File: src/rtl/gpio_override_port.sv
module gpio_override_port #(
  parameter int W = 8
) (
  input  logic         clk,
  input  logic         rst_n,
  input  logic         wr_en,
  input  logic [1:0]   wr_sel,
  input  logic [W-1:0] wr_data,
  output logic [W-1:0] rd_dir,
  output logic [W-1:0] rd_port,
  output logic         rd_pud,
  output logic [W-1:0] rd_pin,
  input  logic         sleep,
  input  logic [W-1:0] ov_pu_en,
  input  logic [W-1:0] ov_pu_val,
  input  logic [W-1:0] ov_dir_en,
  input  logic [W-1:0] ov_dir_val,
  input  logic [W-1:0] ov_pv_en,
  input  logic [W-1:0] ov_pv_val,
  input  logic [W-1:0] ov_die_en,
  input  logic [W-1:0] ov_die_val,
  input  logic [W-1:0] pad_in,
  output logic [W-1:0] pad_out,
  output logic [W-1:0] pad_oe,
  output logic [W-1:0] pad_pu,
  output logic [W-1:0] alt_din,
  input  logic         conv_busy,
  input  logic [W-1:0] analog_sel,
  output logic [W-1:0] analog_hazard
);

  localparam logic [1:0] SEL_DIR  = 2'd0;
  localparam logic [1:0] SEL_PORT = 2'd1;
  localparam logic [1:0] SEL_PUD  = 2'd2;

  logic [W-1:0] dir_q, port_q, meta_q, sync_q, out_q;
  logic         pud_q;
  logic [W-1:0] din_en;

  always_ff @(posedge clk or negedge rst_n) begin
    if (!rst_n) begin
      dir_q  <= '0;
      port_q <= '0;
      pud_q  <= 1'b0;
    end else if (wr_en) begin
      case (wr_sel)
        SEL_DIR:  dir_q  <= wr_data;
        SEL_PORT: port_q <= wr_data;
        SEL_PUD:  pud_q  <= wr_data[0];
        default:  ;
      endcase
    end
  end

  assign din_en  = (ov_die_en & ov_die_val) | (~ov_die_en & {W{~sleep}});
  assign pad_pu  = (ov_pu_en & ov_pu_val) | (~ov_pu_en & ~dir_q & port_q & {W{~pud_q}});
  assign pad_oe  = (ov_dir_en & ov_dir_val) | (~ov_dir_en & dir_q);
  assign pad_out = pad_oe & ((ov_pv_en & ov_pv_val) | (~ov_pv_en & port_q));
  assign alt_din = pad_in & din_en;

  always_ff @(posedge clk or negedge rst_n) begin
    if (!rst_n) begin
      meta_q <= '0;
      sync_q <= '0;
      out_q  <= '0;
    end else begin
      meta_q <= alt_din;
      sync_q <= meta_q;
      out_q  <= pad_out;
    end
  end

  assign analog_hazard = {W{conv_busy}} & analog_sel & pad_oe & (pad_out ^ out_q);

  assign rd_dir  = dir_q;
  assign rd_port = port_q;
  assign rd_pud  = pud_q;
  assign rd_pin  = sync_q;

endmodule


File: config.mk
export PLATFORM = sky130hd
export DESIGN_NAME = gpio_override_port
export DESIGN_NICKNAME = d
export VERILOG_FILES = /design/src/rtl/gpio_override_port.sv
export SDC_FILE = /design/constraint.sdc
export NUM_CORES = 1
export LEC_CHECK = 0
export ABC_AREA = 1
export BUFFER_PORTS_ARGS = -buffer_cell sky130_fd_sc_hd__buf_4
export CAP_MARGIN = 20
export CORE_AREA = 2 2 84 78
export CTS_BUF_LIST = sky130_fd_sc_hd__clkbuf_16
export CTS_CLUSTER_SIZE = 40
export DETAILED_ROUTE_END_ITERATION = 8
export DIE_AREA = 0 0 86 80
export PLACE_DENSITY = 0.84
export SETUP_SLACK_MARGIN = 0.15
export SYNTH_ARGS = -nofsm -noshare
export SYNTH_HDL_FRONTEND = slang
export SYNTH_SLANG_ARGS = --single-unit
export TNS_END_PERCENT = 100
File: constraint.sdc
create_clock -name clk -period 0.9 [get_ports clk]
set_input_delay 0.18 -clock clk [delete_from_list [all_inputs] [get_ports clk]]
set_output_delay 0.18 -clock clk [all_outputs]
set_load 0.05 [all_outputs]
==> impl_metrics.yaml <==
power_and_ir_drop:
  p_leak_nw: 2.660
  ir_drop_v: 0.001291
  power.density_nw_per_um2: 1671
grt:
  gr-usage-all-layers: 0.2747
  grt_pass1_vias: 2991
  grt_pass1_wl_um: 14510
  antenna_found_initial: 0
  grt_max_degree: 42
  grt_overflow: 0
outcome:
  violations: "negative setup slack"
  status: "finished, violations left"
floorplanning:
  dieHeight_um: 80
  rows: 27
  die_area_um2: 6880
  start_util: 0.3536
  ios: 160
  die_w_um: 86
  core_um2: 5979
timing:
  skew_ns: 0.002110
  fmax_mhz: 665.9
  drv_slew: 0
  rsz0062_at_grt: "yes"
  fin_crit_sh: 1.669
  slew_headroom: 0.7599
  worst_slew_pin_slew_ns: 0.3601
  fin_ws_ns: -0.6017
  finalSetupViolations: 76
  period_needed_ns: 1.502
  hold_violations: 0
synth:
  synthMuxAreaShare: 0
  ys_types: 13
  synth_xor_xnor_area_share: 0
  ys_warn_count: 0
  syn_inst: 271
  synth_top_family_by_area: "simple AND/OR/NAND/NOR gates"
  synth_nets: 366
  synth_simple_gate_area_frac: 0.2207
  synth_area_um2: 2115
  synth_compound_area_frac: 0.1763
  seq_area_frac_synth: 0.4852
  synth_seq_cells: 41
  syn_area_per_cell_um2: 7.803
  yosys.area_share.adder: 0
min_path:
  min_path_type: "in -> reg"
  min_to: "meta_q[0]"
  min_path_cells: 2
  min_from: "ov_die_en[0]"
final_layout:
  finalCoreUtilization: 0.9251
  ff_latch_area_um2: 1057
  mostFrequentLayoutCell: "buf_4"
  area_growth_pct: 161.6
  mostFrequentLayoutCells: "108 x buf_4, 83 x buf_6, 40 x inv_1"
  n_antenna_cell: 0
  fill_cells: 205
  nets: 604
  multi_input_area_um2: 1478
  drive_gt1_frac: 0.7824
  final_area_um2: 5532
routing:
  first_pass_iters: 4
  wl_um: 10810
  drt_iter0_markers: 85
  drt.antenna.violating_nets: 0
  via_per_inst: 4.981
  vias: 2899
  drc: 0
  routedWlPerCell_um: 18.57
worst_setup_path:
  startpoint_type: "flop"
  r2r_cells: 7
  crit_fanout: 3
  crit_arrival_ns: 1.32
  worst-endpoint-required_ns: 0.72
  rrSetupSlack_ns: -0.39
  r2r_end: "out_q[2]"
  endpoint_kind: "output pin"
  r2r-start: "rd_port[2]"
  crit_type: "reg -> out"
placed_design:
  gp_congestion: 0.7867
  post_dp_cell_area_um2: 4167
  dp_hpwl_um: 5776
  pre_cts_ws_ns: -0.3086
  port_buffers: 159
clock_tree:
  clockBufferDepth: 2
  clk_pin_slew_ns: 0.06
  clk_latency_ns: 0.28
  cts_tree: "done"
  cts_made_buffers: 5
  cts.sinks: 41
  htreeDepth: 2
  cts_root_buf: "clkbuf_16"
run:
  drv_cap: 0
worst max-delay path: stages (launching register included):
cell and delay [ns]:
dfrtp_2 0.40, inv_4 0.06, o21ai_4 0.18, nand3_2 0.13
nor2_4 0.12, buf_6 0.16
cells in the mapped netlist:
cell,count,area (µm²)
nand2_1,73,274.0
nor2_1,9,33.78
a21oi_1,16,80.08
o21ai_0,15,75.07
buf_6,2,22.52
o21ai_2,24,210.2
inv_1,59,221.5
buf_2,1,5.000
dfrtp_1,41,1026
o31ai_1,1,7.510
nor2_2,1,6.260
nand3_1,23,115.1
nand2_2,6,37.54
final cells by class:
class                   instances  share of cell area
repair buffers                234              0.4359
clock buffers                   5             0.02262
inverters                      59             0.05519
clock inverters                 3             0.01176
well taps                      72             0.01629
flip-flops and latches         41              0.1911
multi-input cells             168              0.2671
cells by family (layout without fill, tap and decap cells):
logic type	count (synthesis)	in the layout
flip-flops	41	41
AND/OR/NAND/NOR	112	112
AO/OA/AOI/OAI	56	56
buffers and inverters	62	301
layer usage:
metal | global-route usage | vias to the layer above | part of all wire | wire (µm)
met5 | 0 | - | 0 | 0
met4 | 0.08730 | 0 | 0.028 | 306
met3 | 0.1003 | 34 | 0.095 | 1027
met2 | 0.5364 | 155 | 0.56 | 6064
met1 | 0.2632 | 1397 | 0.32 | 3408
li1 | - | 1313 | - | -
how the worst max path moves through the flow:
stage | slack, ns | from | depth (start not counted) | to
2_1_floorplan | -0.73 | rd_dir[5] | 4 | analog_hazard[5]
3_3_place_gp | -0.30 | rd_pud | 4 | pad_pu[0]
3_5_place_dp | -0.31 | rd_pud | 4 | pad_pu[0]
4_1_cts | -0.53 | rd_pud | 4 | pad_pu[5]
5_1_grt | -0.65 | rd_dir[3] | 5 | analog_hazard[3]
6_report | -0.60 | rd_dir[3] | 5 | analog_hazard[3]
report_power, final:
group	internal [mW]	switching, mW
clock network	1.58	0.703
registers	2.07	0.188
logic	2.16	2.54
registers in the layout, indices dropped and copies added, names as in the netlist:
signal	count
rd_pud	1
rd_pin	8
out_q	8
meta_q	8
rd_port	8
rd_dir	8
through the flow:
step / setup TNS [ns] / total power, mW / hold slack [ns] / instances
final: -25.63 / 9.242 / 0.1231 / 582
after global routing: -27.94 / 9.561 / 0.1202 / 582
after CTS: -22.56 / 8.675 / 0.1108 / 561
after detailed placement: -8.380 / 5.473 / 0.1541 / 529
after global placement: -7.616 / 5.400 / 0.1515 / 529
after floorplan: -20.66 / 4.151 / -0.1156 / 271
what timing repair did:
item	CTS	global route
gates resized for setup	172	50
pin swaps	33	10
buffers inserted	23	21
hold buffers	1	0
hold endpoints to repair	41	0
endpoints found under the setup margin	84	89
Note: power is estimated with default switching activity, not from simulation.
